<file path="config.mk">
export PLATFORM = sky130hd
export DESIGN_NAME = can_tx_prio_sel
export DESIGN_NICKNAME = d
export VERILOG_FILES = /design/src/rtl/can_txsel_pkg.sv /design/src/rtl/txsel_rst_sync.sv /design/src/rtl/txsel_tree.sv /design/src/rtl/txsel_lock.sv /design/src/rtl/can_tx_prio_sel.sv
export SDC_FILE = /design/constraint.sdc
export NUM_CORES = 1
export LEC_CHECK = 0
export BUFFER_PORTS_ARGS = -buffer_cell sky130_fd_sc_hd__buf_2
export CAP_MARGIN = 10
export CORE_UTILIZATION = 50
export DETAILED_ROUTE_END_ITERATION = 6
export PLACE_DENSITY_LB_ADDON = 0.1
export SLEW_MARGIN = 20
export SYNTH_ARGS = -nofsm -noshare
export SYNTH_HDL_FRONTEND = slang
export SYNTH_SLANG_ARGS = --single-unit
</file>
<file path="constraint.sdc">
create_clock -name clk -period 0.9 [get_ports clk]
set_clock_uncertainty 0.2 [all_clocks]
set_input_delay 0.135 -clock clk [delete_from_list [all_inputs] [get_ports clk]]
set_output_delay 0.135 -clock clk [all_outputs]
set_load 0.02 [all_outputs]
</file>
<file path="src/rtl/can_txsel_pkg.sv">
package can_txsel_pkg;

  typedef enum logic {
    LK_OPEN = 1'b0,
    LK_HELD = 1'b1
  } lock_e;

  function automatic int unsigned idx_width(input int unsigned n);
    return (n > 1) ? $clog2(n) : 1;
  endfunction

endpackage

</file>
<file path="src/rtl/txsel_rst_sync.sv">
module txsel_rst_sync #(
  parameter int STAGES = 2
) (
  input  logic clk,
  input  logic rst_ni,
  output logic rst_sync_no
);

  logic [STAGES-1:0] sync_q;
  logic [STAGES-1:0] sync_d;

  always_comb begin
    sync_d = {sync_q[STAGES-2:0], 1'b1};
  end

  always_ff @(posedge clk or negedge rst_ni) begin
    if (!rst_ni) sync_q <= '0;
    else         sync_q <= sync_d;
  end

  assign rst_sync_no = sync_q[STAGES-1];

  // internal reset can only be released once the raw reset is high
  p_sync_release_r11: assert property (@(posedge clk) $rose(rst_sync_no) |-> rst_ni)
    else $error("sync reset released while raw reset low");

endmodule

</file>
<file path="src/rtl/txsel_tree.sv">
module txsel_tree #(
  parameter int NUM_BUF = 15,
  parameter int PRIO_W  = 4,
  parameter int IDX_W   = 4
) (
  input  logic [NUM_BUF-1:0]        elig_i,
  input  logic [NUM_BUF*PRIO_W-1:0] prio_i,
  output logic                      win_vld_o,
  output logic [PRIO_W+IDX_W-1:0]   win_key_o
);

  localparam int KW     = PRIO_W + IDX_W;
  localparam int LV     = (NUM_BUF > 1) ? $clog2(NUM_BUF) : 1;
  localparam int LEAVES = 1 << LV;

  function automatic logic [KW:0] pick(input logic [KW:0] a, input logic [KW:0] b);
    if (a[KW] && (!b[KW] || (a[KW-1:0] < b[KW-1:0]))) return a;
    else                                               return b;
  endfunction

  for (genvar lv = 0; lv <= LV; lv++) begin : g_lvl
    localparam int W = LEAVES >> lv;
    logic [KW:0] v [W];
    if (lv == 0) begin : g_leaf
      for (genvar l = 0; l < W; l++) begin : g_l
        if (l < NUM_BUF) begin : g_real
          assign v[l] = {elig_i[l], prio_i[l*PRIO_W +: PRIO_W], IDX_W'(l)};
        end else begin : g_pad
          assign v[l] = '0;
        end
      end
    end else begin : g_node
      for (genvar n = 0; n < W; n++) begin : g_n
        assign v[n] = pick(g_lvl[lv-1].v[2*n], g_lvl[lv-1].v[2*n+1]);
      end
    end
  end

  assign win_vld_o = g_lvl[LV].v[0][KW];
  assign win_key_o = g_lvl[LV].v[0][KW-1:0];

endmodule

</file>
<file path="src/rtl/txsel_lock.sv">
module txsel_lock
  import can_txsel_pkg::*;
(
  input  logic clk,
  input  logic rst_ni,
  input  logic sel_valid_i,
  input  logic tx_start_i,
  input  logic tx_done_i,
  input  logic tx_lost_i,
  output logic locked_o,
  output logic load_en_o
);

  lock_e state_q, state_d;
  logic  start_acc;
  logic  release_ev;

  always_comb begin
    start_acc  = (state_q == LK_OPEN) && tx_start_i && sel_valid_i;
    release_ev = (state_q == LK_HELD) && (tx_done_i || tx_lost_i);
    state_d    = state_q;
    if (start_acc)       state_d = LK_HELD;
    else if (release_ev) state_d = LK_OPEN;
    load_en_o  = ((state_q == LK_OPEN) && !start_acc) || release_ev;
  end

  always_ff @(posedge clk or negedge rst_ni) begin
    if (!rst_ni) state_q <= LK_OPEN;
    else         state_q <= state_d;
  end

  assign locked_o = (state_q == LK_HELD);

  p_start_locks_r7: assert property (@(posedge clk) disable iff (!rst_ni)
    (!locked_o && tx_start_i && sel_valid_i) |=> locked_o)
    else $error("start did not lock");

  p_release_r9: assert property (@(posedge clk) disable iff (!rst_ni)
    (locked_o && (tx_done_i || tx_lost_i)) |=> !locked_o)
    else $error("release did not unlock");

  p_start_invalid_r10: assert property (@(posedge clk) disable iff (!rst_ni)
    (!locked_o && !sel_valid_i) |=> !locked_o)
    else $error("locked without a valid selection");

endmodule

</file>
<file path="src/rtl/can_tx_prio_sel.sv">
module can_tx_prio_sel #(
  parameter int NUM_BUF = 15,
  parameter int PRIO_W  = 4,
  parameter int SYNC_ST = 2
) (
  input  logic                                    clk,
  input  logic                                    rst_ni,
  input  logic [NUM_BUF-1:0]                      buf_ready_i,
  input  logic [NUM_BUF-1:0]                      buf_is_tx_i,
  input  logic [NUM_BUF*PRIO_W-1:0]               buf_prio_i,
  input  logic                                    tx_start_i,
  input  logic                                    tx_done_i,
  input  logic                                    tx_lost_i,
  output logic                                    sel_valid_o,
  output logic [can_txsel_pkg::idx_width(NUM_BUF)-1:0] sel_idx_o,
  output logic                                    sel_locked_o
);

  localparam int IDX_W = can_txsel_pkg::idx_width(NUM_BUF);
  localparam int KW    = PRIO_W + IDX_W;

  logic               rst_n;
  logic [NUM_BUF-1:0] elig;
  logic               win_vld;
  logic [KW-1:0]      win_key;
  logic               load_en;
  logic               valid_q, valid_d;
  logic [IDX_W-1:0]   idx_q, idx_d;

  txsel_rst_sync #(.STAGES(SYNC_ST)) u_rst (
    .clk         (clk),
    .rst_ni      (rst_ni),
    .rst_sync_no (rst_n)
  );

  assign elig = buf_ready_i & buf_is_tx_i;

  txsel_tree #(.NUM_BUF(NUM_BUF), .PRIO_W(PRIO_W), .IDX_W(IDX_W)) u_tree (
    .elig_i    (elig),
    .prio_i    (buf_prio_i),
    .win_vld_o (win_vld),
    .win_key_o (win_key)
  );

  txsel_lock u_lock (
    .clk         (clk),
    .rst_ni      (rst_n),
    .sel_valid_i (valid_q),
    .tx_start_i  (tx_start_i),
    .tx_done_i   (tx_done_i),
    .tx_lost_i   (tx_lost_i),
    .locked_o    (sel_locked_o),
    .load_en_o   (load_en)
  );

  always_comb begin
    valid_d = valid_q;
    idx_d   = idx_q;
    if (load_en) begin
      valid_d = win_vld;
      idx_d   = win_key[IDX_W-1:0];
    end
  end

  always_ff @(posedge clk or negedge rst_n) begin
    if (!rst_n) begin
      valid_q <= 1'b0;
      idx_q   <= '0;
    end else begin
      valid_q <= valid_d;
      idx_q   <= idx_d;
    end
  end

  assign sel_valid_o = valid_q;
  assign sel_idx_o   = idx_q;

  // checker logic: does any candidate hold a smaller key than the tree's winner
  logic better_exists;
  always_comb begin
    better_exists = 1'b0;
    for (int j = 0; j < NUM_BUF; j++) begin
      if (elig[j] && ({buf_prio_i[j*PRIO_W +: PRIO_W], IDX_W'(j)} < win_key))
        better_exists = 1'b1;
    end
  end

  p_min_key_r2: assert property (@(posedge clk) disable iff (!rst_n)
    !(win_vld && better_exists))
    else $error("winner is not the smallest key");

  p_valid_track_r5: assert property (@(posedge clk) disable iff (!rst_n)
    $past(load_en && rst_n) |-> (sel_valid_o == $past(|elig)))
    else $error("valid does not match candidates");

  p_winner_elig_r1: assert property (@(posedge clk) disable iff (!rst_n)
    ($past(load_en && rst_n) && sel_valid_o) |-> (($past(elig) >> sel_idx_o) & 1) != 0)
    else $error("winner was not a candidate");

  p_hold_r8: assert property (@(posedge clk) disable iff (!rst_n)
    (sel_locked_o && $past(sel_locked_o)) |-> ($stable(sel_idx_o) && $stable(sel_valid_o)))
    else $error("selection moved while locked");

  p_lock_valid_r7: assert property (@(posedge clk) disable iff (!rst_n)
    $rose(sel_locked_o) |-> sel_valid_o)
    else $error("locked without valid");

endmodule

</file>
==> results.txt, run 1 <==
postcts setup bufs = 21
Post-synth EDFFs = 0
stage reached = 4_1_cts
Err = [ERROR DPL-0033] detailed placement checks failed during check placement.
Initial Utilization = 0.5281
hold_buf cts = 1
CTS max path bufs = 2
Primary FF master, synth = dfrtp_1
die height = 73.10 um
synthesized area = 2527 um^2
CTS H-tree lvls = 1
Yosys warnings = 0
status = aborted with a tool error
syn_area_per_cell = 7.636 um^2
FP Rows = 25
TritonCTS buffer count = 3
Seq cells post-synth = 8
Synth Net Count = 470
gpl congestion = 0.8197
Die W = 73.10 um
Resize count post-CTS = 60
Async SR Flop Fraction = 1.000
sequential fraction of the synthesis area = 0.07921
Top Ports = 101
distinct cell type count after synthesis = 60
count of buffers from port buffering = 100
Cells after DPL = 617
CTS root buffer = clkbuf_8
Sink Count = 8
Synth Instances = 331
DP HPWL = 7.818 mm
## synthesized netlist by cell type (2+ instances only)
cell       number  area (um^2)
o21ai_1         2        10.01
mux2i_1        18        180.2
o21ai_0        15        75.07
o21a_1          2        15.01
nor2b_1         4        25.02
nand3_1        16        80.08
nor3_1          6        30.03
a211oi_1        7        52.55
nand4b_1        6        52.55
inv_1          34        127.6
nand4_1         3        18.77
a22oi_1         4        30.03
o211ai_1        2        15.01
and2_2          2        15.01
nor2_1         24        90.09
dfrtp_1         8        200.2
nand2_1        36        135.1
ha_1           44        550.5
nand2b_1        3        18.77
a211o_1         3        26.28
a311oi_4        2        52.55
a21oi_1        33        165.2
a2111oi_4       2        55.05
and2_1          3        18.77
mux2_2          6        67.56
a31oi_1         4        25.02
a311o_1         2        20.02
mux2_1          2        22.52
a21o_1          7        52.55
## kinds of logic after synthesis
group                    synth area share
multiplexers                       0.1129
other                            0.001484
AND/OR/NAND/NOR                    0.2173
AO/OA/AOI/OAI                      0.3168
flip-flops                        0.07921
adder cells (fa/ha/maj)            0.2178
buffers and inverters             0.05445
## metrics by stage
stage / hold slack, ns / instance area [um^2] / setup slack [ns] / util
after detailed placement: -0.2736 / 4242 / -4.897 / 0.8863
after global placement: -0.2810 / 4242 / -4.528 / 0.8863
after floorplan: -0.3606 / 2770 / -4.298 / -
==> run 2: changes to the inputs <==
CORE_UTILIZATION = 40   (was 50)
PLACE_DENSITY_LB_ADDON = 0.15   (was 0.1)
==> run 2 against run 1 <==
  * The flow now finishes, with violations (hold timing, setup timing)
  * Synthesized cell count stayed put
  * Synthesized area stayed put
==> results.txt, run 2 <==
Cells after DPL = 638 (+3.4%)
VDD IR-drop max = 0.8578 mV
WL per Instance = 13.73 um
Leak = 2.450 nW
Clk pin slew, worst setup/hold paths = 0.04 ns
post-route ant nets = 0
critical path startpoint category = primary input
vias in the first global route = 3326
DR DRC count = 0
Die W = 81.49 um (+11%)
Worst Path Max Fanout = 7
syn_area_per_cell = 7.636 um^2 (unchanged)
MaxCap Viol Count = 0
cell accounting for the most synthesized area = ha_1
max-slew violations = 0
Post-synth EDFFs = 0 (unchanged)
die height = 81.49 um (+11%)
n_diodes = 0
FP Rows = 28 (+12%)
CTS tree = done
Initial Utilization = 0.4219 (-0.1062)
RSZ-0062 raised after global routing = true
Final Hold Viols = 6
overall power = 5.274 mW
initial antenna violation count = 0
Final Cycle Share = 6.008
failing checks = hold timing, setup timing
Seq cells post-synth = 8 (unchanged)
hold_ws = -0.1111 ns
Die Area = 6641 um^2
gpl congestion = 0.8835 (+7.8%)
Primary FF master, synth = dfrtp_1
most frequent cells after synthesis = ha_1 (44), nand2_1 (36), inv_1 (34)
CTS max path bufs = 2 (unchanged)
most frequent cells in the layout = buf_4 (147), buf_2 (91), nand2_1 (31), ha_1 (31), inv_1 (30)
class of the worst hold path = flip-flop to async pin
DR iter-0 viols = 94
critical path class = primary input to flip-flop
CTS H-tree lvls = 1 (unchanged)
CP Data Required Time = 0.81 ns
Layout Cells excl Fill = 662
CTS root buffer = clkbuf_8
count of buffers from port buffering = 100 (unchanged)
worst skew pair latency = 0.23 ns
status = finished with violations
Routed WL = 9.090 mm
CP endpoint kind = flip-flop
largest net degree at the start of global routing = 11
Async SR Flop Fraction = 1.000 (unchanged)
core area = 5991 um^2
vias = 3537
number of flip-flops in the largest register = 4
first-pass GRT wire length = 13.21 mm
CP top delay family = compound AO/OA/AOI/OAI gates
worst reg2reg startpoint = u_lock.locked_o
Final WS setup = -4.507 ns
synth top area cells = ha_1 (22%), dfrtp_1 (7.9%), mux2i_1 (7.1%)
Final Util = 0.8248
worst path arrival time = 5.32 ns
Yosys warnings = 0 (unchanged)
Synth Net Count = 470 (unchanged)
endpoints failing setup = 12
Top Ports = 101 (unchanged)
start point of the critical path = buf_prio_i[22]
synthesized area = 2527 um^2 (unchanged)
clock period minus worst slack = 5.407 ns
Crit path largest cell delay = 0.35 ns
commonest non-fill, non-tap cell in the layout = buf_4
sequential fraction of the synthesis area = 0.07921 (unchanged)
power density over cell area = 1067 nW/um^2
top-area cell type share of the netlist area = 0.2178 (unchanged)
GRT Total Usage = 0.2469
via density per instance = 5.343
layout cells sized above 1 = 0.6065
Synth Instances = 331 (unchanged)
top-count cell post-synth = ha_1
Sink Count = 8 (unchanged)
Worst Path Buf+Inv = 4
Pre-Repair DR Iteration Count = 4
maximum operating frequency = 184.9 MHz
distinct cell type count after synthesis = 60 (unchanged)
gr ovfl total = 0
slowest CP cell = or3_4
TritonCTS buffer count = 3 (unchanged)
Area Overhead vs Synth = 95.50%
hold_buf cts = 1 (unchanged)
DP HPWL = 6.727 mm (-14%)
fin nets = 728
-- run 2: cell counts after synthesis --
No cell type changed its count.
-- run 2: cells by family after synthesis --
group / share of synthesized area
AOI/OAI and AO/OA: 0.3168
adders and majority gates: 0.2178
buffers and inverters: 0.05445
DFF: 0.07921
muxes: 0.1129
other: 0.001484
and+or+nand+nor: 0.2173
-- run 2: repair_timing --
item | CTS | global route
endpoints found under the setup margin | 12 | 12
resized for setup | 39 | 48
pin swaps | 11 | 32
cloned | 0 | 1
endpoints found under the hold margin | 8 | 6
setup buffers | 4 | 16
-- run 2: layout make-up --
class,count,area [um^2]
clock buffer,3,41.29
tap,75,93.84
multi-input combinational,287,2703
fill,382,1050
sequential,8,202.7
timing repair buffer,254,1747
inverter,35,153.9
-- run 2: where the power goes --
part           internal, mW  leakage, nW  total [mW]  switching [mW]
registers             0.468       0.0911       0.563          0.0956
clock network         0.289       0.0216       0.427           0.138
logic                  2.31         2.34        4.28            1.98
-- run 2: worst register-to-register path: cells and delay by family, from the launching register on --
family	cells	cell delay, ns
AOI/OAI and AO/OA	1	0.26
buffers and inverters	1	0.14
DFF	1	0.43
muxes	1	0.28
-- run 2: metrics by stage --
stage	hold slack [ns]	setup slack, ns	area [um^2]	TNS (ns)
after floorplan	-0.3606	-4.298	2770	-17.64
after global placement	-0.2807	-4.525	4349	-19.41
after detailed placement	-0.2773	-4.768	4349	-20.38
after CTS	-0.09676	-4.361	4561	-19.71
after global routing	-0.08356	-4.735	4941	-21.36
final	-0.1111	-4.507	4941	-20.31
-- run 2: path summary, 6_finish.rpt --
kind	to	slack (ns)	cells past startpoint
max in group asynchronous	u_rst.sync_q[1]	0.37	2
worst min-delay path	sel_idx_o[3]	-0.11	0
min in group clk	u_rst.sync_q[1]	0.15	0
worst min register to register	sel_idx_o[3]	-0.11	0
worst max register to register	sel_idx_o[2]	-0.53	3
worst max-delay path	sel_idx_o[2]	-4.51	29
-- run 2: routing by layer --
layer  vias to the layer above  global-route usage  part of all wire
met5                         -                   0                 0
met2                       116              0.5225              0.56
met3                        23             0.01444             0.038
met4                         0             0.04107             0.021
li1                       1766                   -                 -
met1                      1632              0.2625              0.38
(Power assumes the default switching activity.)
==> run 3: changes to the inputs <==
--- a/config.mk
+++ b/config.mk
@@ -10,5 +10,5 @@
 export CORE_UTILIZATION = 40
 export DETAILED_ROUTE_END_ITERATION = 6
-export PLACE_DENSITY_LB_ADDON = 0.15
+export PLACE_DENSITY = 0.68
 export SLEW_MARGIN = 20
 export SYNTH_ARGS = -nofsm -noshare
==> constraint.sdc (replaced) <==
create_clock -name clk -period 0.9 [get_ports clk]
set_clock_uncertainty 0.2 [all_clocks]
set_input_delay 0.135 -clock clk [delete_from_list [all_inputs] [get_ports clk]]
set_output_delay 0.135 -clock clk [all_outputs]
set_load 0.01 [all_outputs]
==> run 3 against run 2 <==
  * The flow still finishes with violations (hold timing, setup timing)
  * Flip-flop and latch count is the same
  * Via count is 1.4% higher
  * Highest routed layer unchanged
  * Clock-buffer cell count unchanged
  * Sequential power is 3.7% lower
  * Non-clock buffer count is 4 higher
==> results.txt, run 3 (same netlist as run 2, synthesis figures left out) <==
fin nets = 732 (+0.55%)
final instance area = 4838 um^2 (-2.1%)
DR DRC count = 0 (unchanged)
class of the worst hold path = flip-flop to async pin
MaxCap Viol Count = 0 (unchanged)
Clk pin slew, worst setup/hold paths = 0.04 ns (about the same)
post-route ant nets = 0 (unchanged)
Cells after DPL = 640 (+0.31%)
VDD IR-drop max = 0.8975 mV (+4.6%)
die height = 81.49 um (unchanged)
initial antenna violation count = 0 (unchanged)
Pre-Repair DR Iteration Count = 4 (unchanged)
failing checks = hold timing, setup timing
DR iter-0 viols = 133 (+41%)
DP HPWL = 6.979 mm (+3.7%)
status = finished with violations
Leak = 2.446 nW (-0.13%)
CTS root buffer = clkbuf_8
Area Overhead vs Synth = 91.44%
n_diodes = 0 (unchanged)
CP top delay family = compound AO/OA/AOI/OAI gates
WL per Instance = 14.56 um (+6.0%)
via density per instance = 5.387 (+0.83%)
Worst Path Buf+Inv = 2 (-2)
CTS max path bufs = 2 (unchanged)
CTS tree = done
CTS H-tree lvls = 1 (unchanged)
most used routing layer = met2
DP Area = 4359 um^2 (+0.23%)
FP Rows = 28 (unchanged)
hold_buf cts = 1 (unchanged)
pre-CTS WS = -4.741 ns (+0.02649 ns)
M1 GR Usage = 0.2878 (+0.02528)
GR Util met3 = 0.02000 (+0.005556)
met2 Usage GRT = 0.5325 (+0.01000)
gr ovfl total = 0 (unchanged)
commonest non-fill, non-tap cell in the layout = buf_4
Final Hold Viols = 6 (unchanged)
largest net degree at the start of global routing = 10 (-1)
endpoints failing setup = 12 (unchanged)
hold_ws = -0.1038 ns (+0.007388 ns)
CP endpoint kind = flip-flop
count of buffers from port buffering = 100 (unchanged)
power density over cell area = 1030 nW/um^2 (-3.5%)
first-pass GRT wire length = 14.25 mm (+7.8%)
Die W = 81.49 um (unchanged)
number of flip-flops in the largest register = 4 (unchanged)
clock period minus worst slack = 5.474 ns (+0.06634 ns)
critical path class = primary input to flip-flop
maximum operating frequency = 182.7 MHz (-1.2%)
critical path startpoint category = primary input
Worst Path Max Fanout = 7 (unchanged)
slowest CP cell = mux2_4
vias in the first global route = 3491 (+5.0%)
Final Cycle Share = 6.082 (+0.07371)
TritonCTS buffer count = 3 (unchanged)
gpl congestion = 0.8650 (-2.1%)
Final Util = 0.8076 (-0.01713)
worst skew pair latency = 0.22 ns (about the same)
Die Area = 6641 um^2 (unchanged)
Routed WL = 9.698 mm (+6.7%)
Sink Count = 8 (unchanged)
RSZ-0062 raised after global routing = true
Crit path largest cell delay = 0.34 ns (about the same)
Layout Cells excl Fill = 666 (+0.60%)
layout cells sized above 1 = 0.5905 (-0.01595)
Initial Utilization = 0.4219 (unchanged)
core area = 5991 um^2 (unchanged)
vias = 3588 (+1.4%)
most frequent cells in the layout = buf_4 (153), buf_2 (96), nand2_1 (33)
CP Data Required Time = 0.80 ns (about the same)
max-slew violations = 0 (unchanged)
GRT Total Usage = 0.2656 (+0.01869)
Final WS setup = -4.574 ns (-0.06634 ns)
Top Ports = 101 (unchanged)
worst path arrival time = 5.38 ns (+0.06 ns)
## run 3: cell count changes in the layout (fill, tap and decap cells not counted), sizes merged
cell  previous run  this run
buf            253       257
## run 3: final cells by class
| class | count | area, um^2 |
|---|---|---|
| tap | 75 | 93.84 |
| sequential | 8 | 200.2 |
| clock buffer | 3 | 41.29 |
| fill | 384 | 1152 |
| timing repair buffer | 258 | 1738 |
| multi-input combinational | 287 | 2611 |
| inverter | 35 | 153.9 |
## run 3: worst paths after layout
path                                       from               to  slack [ns]  depth (start not counted)
worst max register to register      sel_valid_o     sel_idx_o[2]       -0.54                          4
min in group clk                u_rst.sync_q[0]  u_rst.sync_q[1]        0.15                          0
worst max-delay path             buf_prio_i[25]     sel_idx_o[1]       -4.57                         30
max in group asynchronous                rst_ni  u_rst.sync_q[0]        0.35                          2
worst min-delay path            u_rst.sync_q[1]     sel_idx_o[1]       -0.10                          0
worst min register to register  u_rst.sync_q[1]     sel_idx_o[1]       -0.10                          0
## run 3: timing repair
item | CTS | global route
pin swaps | 15 | 18
setup buffers | 11 | 12
gates resized for setup | 31 | 30
cloned | 0 | 1
endpoints found under the hold margin | 8 | 6
endpoints found under the setup margin | 12 | 12
## run 3: metal layers
layer,up-vias,share of wire
met5,-,0
met4,0,0.028
met3,32,0.035
met2,112,0.55
met1,1678,0.39
li1,1766,-
## run 3: metrics by stage
stage	TNS, ns	total power [mW]
after global placement	-19.60	3.768
after detailed placement	-20.35	3.898
after CTS	-19.44	4.542
after floorplan	-17.62	2.418
after global routing	-21.78	5.350
final	-20.54	4.982
## run 3: where the power goes
| part | total, mW | switching [mW] | internal (mW) |
|---|---|---|---|
| logic | 4.02 | 1.87 | 2.15 |
| registers | 0.542 | 0.0762 | 0.466 |
| clock network | 0.417 | 0.128 | 0.289 |
==> run 4: changes to the inputs <==
PLACE_DENSITY = 0.65   (was 0.68)
==> run 4 against run 3 <==
  * The run still ends with hold timing, setup timing left
  * Flip-flop and latch count did not move
  * Final area fell by 0.47%
  * Power increased by 0.46%
  * Die area stayed put
  * Largest power group unchanged
  * Highest routed layer unchanged
==> results.txt, run 4 (same netlist as run 2, synthesis figures left out) <==
CP Data Required Time = 0.80 ns (about the same)
initial antenna violation count = 0 (unchanged)
final instance area = 4816 um^2 (-0.47%)
RSZ-0062 raised after global routing = true
TritonCTS buffer count = 3 (unchanged)
Final WS setup = -4.488 ns (+0.08618 ns)
count of buffers from port buffering = 100 (unchanged)
fin nets = 733 (+0.14%)
most frequent cells in the layout = buf_4 (156), buf_2 (95), ha_1 (33)
vias in the first global route = 3392 (-2.8%)
Worst R2R Setup Slack = -0.55 ns (about the same)
post-route ant nets = 0 (unchanged)
VDD IR-drop max = 1.010 mV (+13%)
DR iter-0 viols = 97 (-27%)
R2R cell count = 5 (+1)
TNS Setup = -20.37 ns (+0.1699 ns)
DR DRC count = 0 (unchanged)
slowest CP cell = mux2_4
DP Area = 4367 um^2 (+0.17%)
worst path arrival time = 5.29 ns (-0.09 ns)
class of the worst hold path = flip-flop to async pin
overall power = 5.005 mW (+0.46%)
Routed WL = 9.228 mm (-4.8%)
number of flip-flops in the largest register = 4 (unchanged)
Die Area = 6641 um^2 (unchanged)
maximum operating frequency = 185.6 MHz (+1.6%)
failing checks = hold timing, setup timing
CTS tree = done
Crit path largest cell delay = 0.34 ns (about the same)
worst reg2reg startpoint = sel_valid_o
CTS root buffer = clkbuf_8
FP Rows = 28 (unchanged)
CTS H-tree lvls = 1 (unchanged)
critical path startpoint category = primary input
WL per Instance = 13.84 um (-5.0%)
CTS max path bufs = 2 (unchanged)
layout cells sized above 1 = 0.5912 (+0.0006917)
first-pass GRT wire length = 13.94 mm (-2.1%)
commonest non-fill, non-tap cell in the layout = buf_4
max-slew violations = 0 (unchanged)
gr ovfl total = 0 (unchanged)
hold_ws = -0.1126 ns (-0.008864 ns)
gpl congestion = 0.9182 (+6.2%)
Layout Cells excl Fill = 667 (+0.15%)
Clk pin slew, worst setup/hold paths = 0.04 ns (about the same)
MaxCap Viol Count = 0 (unchanged)
clock period minus worst slack = 5.388 ns (-0.08618 ns)
Pre-Repair DR Iteration Count = 4 (unchanged)
Leak = 2.457 nW (+0.45%)
critical path class = primary input to flip-flop
CP endpoint kind = flip-flop
status = finished with violations
Sink Count = 8 (unchanged)
Top Ports = 101 (unchanged)
DP HPWL = 7.213 mm (+3.4%)
largest net degree at the start of global routing = 9 (-1)
Die W = 81.49 um (unchanged)
Final Hold Viols = 6 (unchanged)
power density over cell area = 1039 nW/um^2 (+0.93%)
worst skew pair latency = 0.22 ns (about the same)
Initial Utilization = 0.4219 (unchanged)
vias = 3490 (-2.7%)
Worst Path Max Fanout = 7 (unchanged)
core area = 5991 um^2 (unchanged)
reg-to-reg critical path endpoint = sel_idx_o[1]
GRT Total Usage = 0.2633 (-0.002324)
Cells after DPL = 641 (+0.16%)
endpoints failing setup = 12 (unchanged)
Area Overhead vs Synth = 90.54%
hold_buf cts = 1 (unchanged)
Final Cycle Share = 5.986 (-0.09576)
via density per instance = 5.232 (-2.9%)
die height = 81.49 um (unchanged)
n_diodes = 0 (unchanged)
==> run 4: metrics by stage <==
stage	utilization	hold WS, ns	setup WS (ns)
4_1_cts	0.7744	-0.1078	-4.368
2_1_floorplan	-	-0.3606	-4.298
3_5_place_dp	0.7289	-0.2766	-4.797
5_1_grt	0.8039	-0.09364	-4.739
3_3_place_gp	0.7289	-0.2801	-4.534
6_report	0.8039	-0.1126	-4.488
==> run 4: worst max path at each step <==
stage	from	to	slack, ns	depth (start not counted)
after floorplan	buf_prio_i[22]	sel_idx_o[2]	-4.30	29
after global placement	buf_prio_i[22]	sel_idx_o[2]	-4.53	29
after detailed placement	buf_prio_i[22]	sel_idx_o[2]	-4.80	29
after CTS	buf_prio_i[22]	sel_idx_o[2]	-4.37	31
after global routing	buf_prio_i[22]	sel_idx_o[1]	-4.74	32
final	buf_prio_i[22]	sel_idx_o[1]	-4.49	32
==> run 4: cell type report <==
| type | count | area, um^2 |
|---|---|---|
| Clock buffer | 3 | 41.29 |
| Fill cell | 418 | 1175 |
| Inverter | 35 | 148.9 |
| Multi-Input combinational cell | 287 | 2586 |
| Sequential cell | 8 | 201.4 |
| Tap cell | 75 | 93.84 |
| Timing Repair Buffer | 259 | 1744 |
==> run 4: power by group <==
group          total [mW]  internal, mW  switching [mW]
registers           0.545         0.467          0.0780
clock network       0.414         0.288           0.126
logic                4.05          2.20            1.85
total                5.00          2.96            2.05
==> run 4: critical path, delay by kind of cell <==
family / cells / cell delay (ns)
AO/OA/AOI/OAI: 18 / 2.86
adder cells (fa/ha/maj): 4 / 0.92
buffers and inverters: 5 / 0.43
multiplexers: 2 / 0.61
AND/OR/NAND/NOR: 3 / 0.33
==> run 4: timing repair <==
action / in CTS / in global routing
buffers inserted: 15 / 9
gates resized for setup: 26 / 28
setup endpoints to repair: 12 / 12
pin swaps: 14 / 15
endpoints found under the hold margin: 8 / 6
==> run 4: metal layers <==
layer	track usage	up-vias	wire, um
li1	-	1764	-
met1	0.2799	1624	3752
met2	0.5500	86	4995
met3	0.02222	16	326
met4	0.04821	0	154
met5	0	-	0
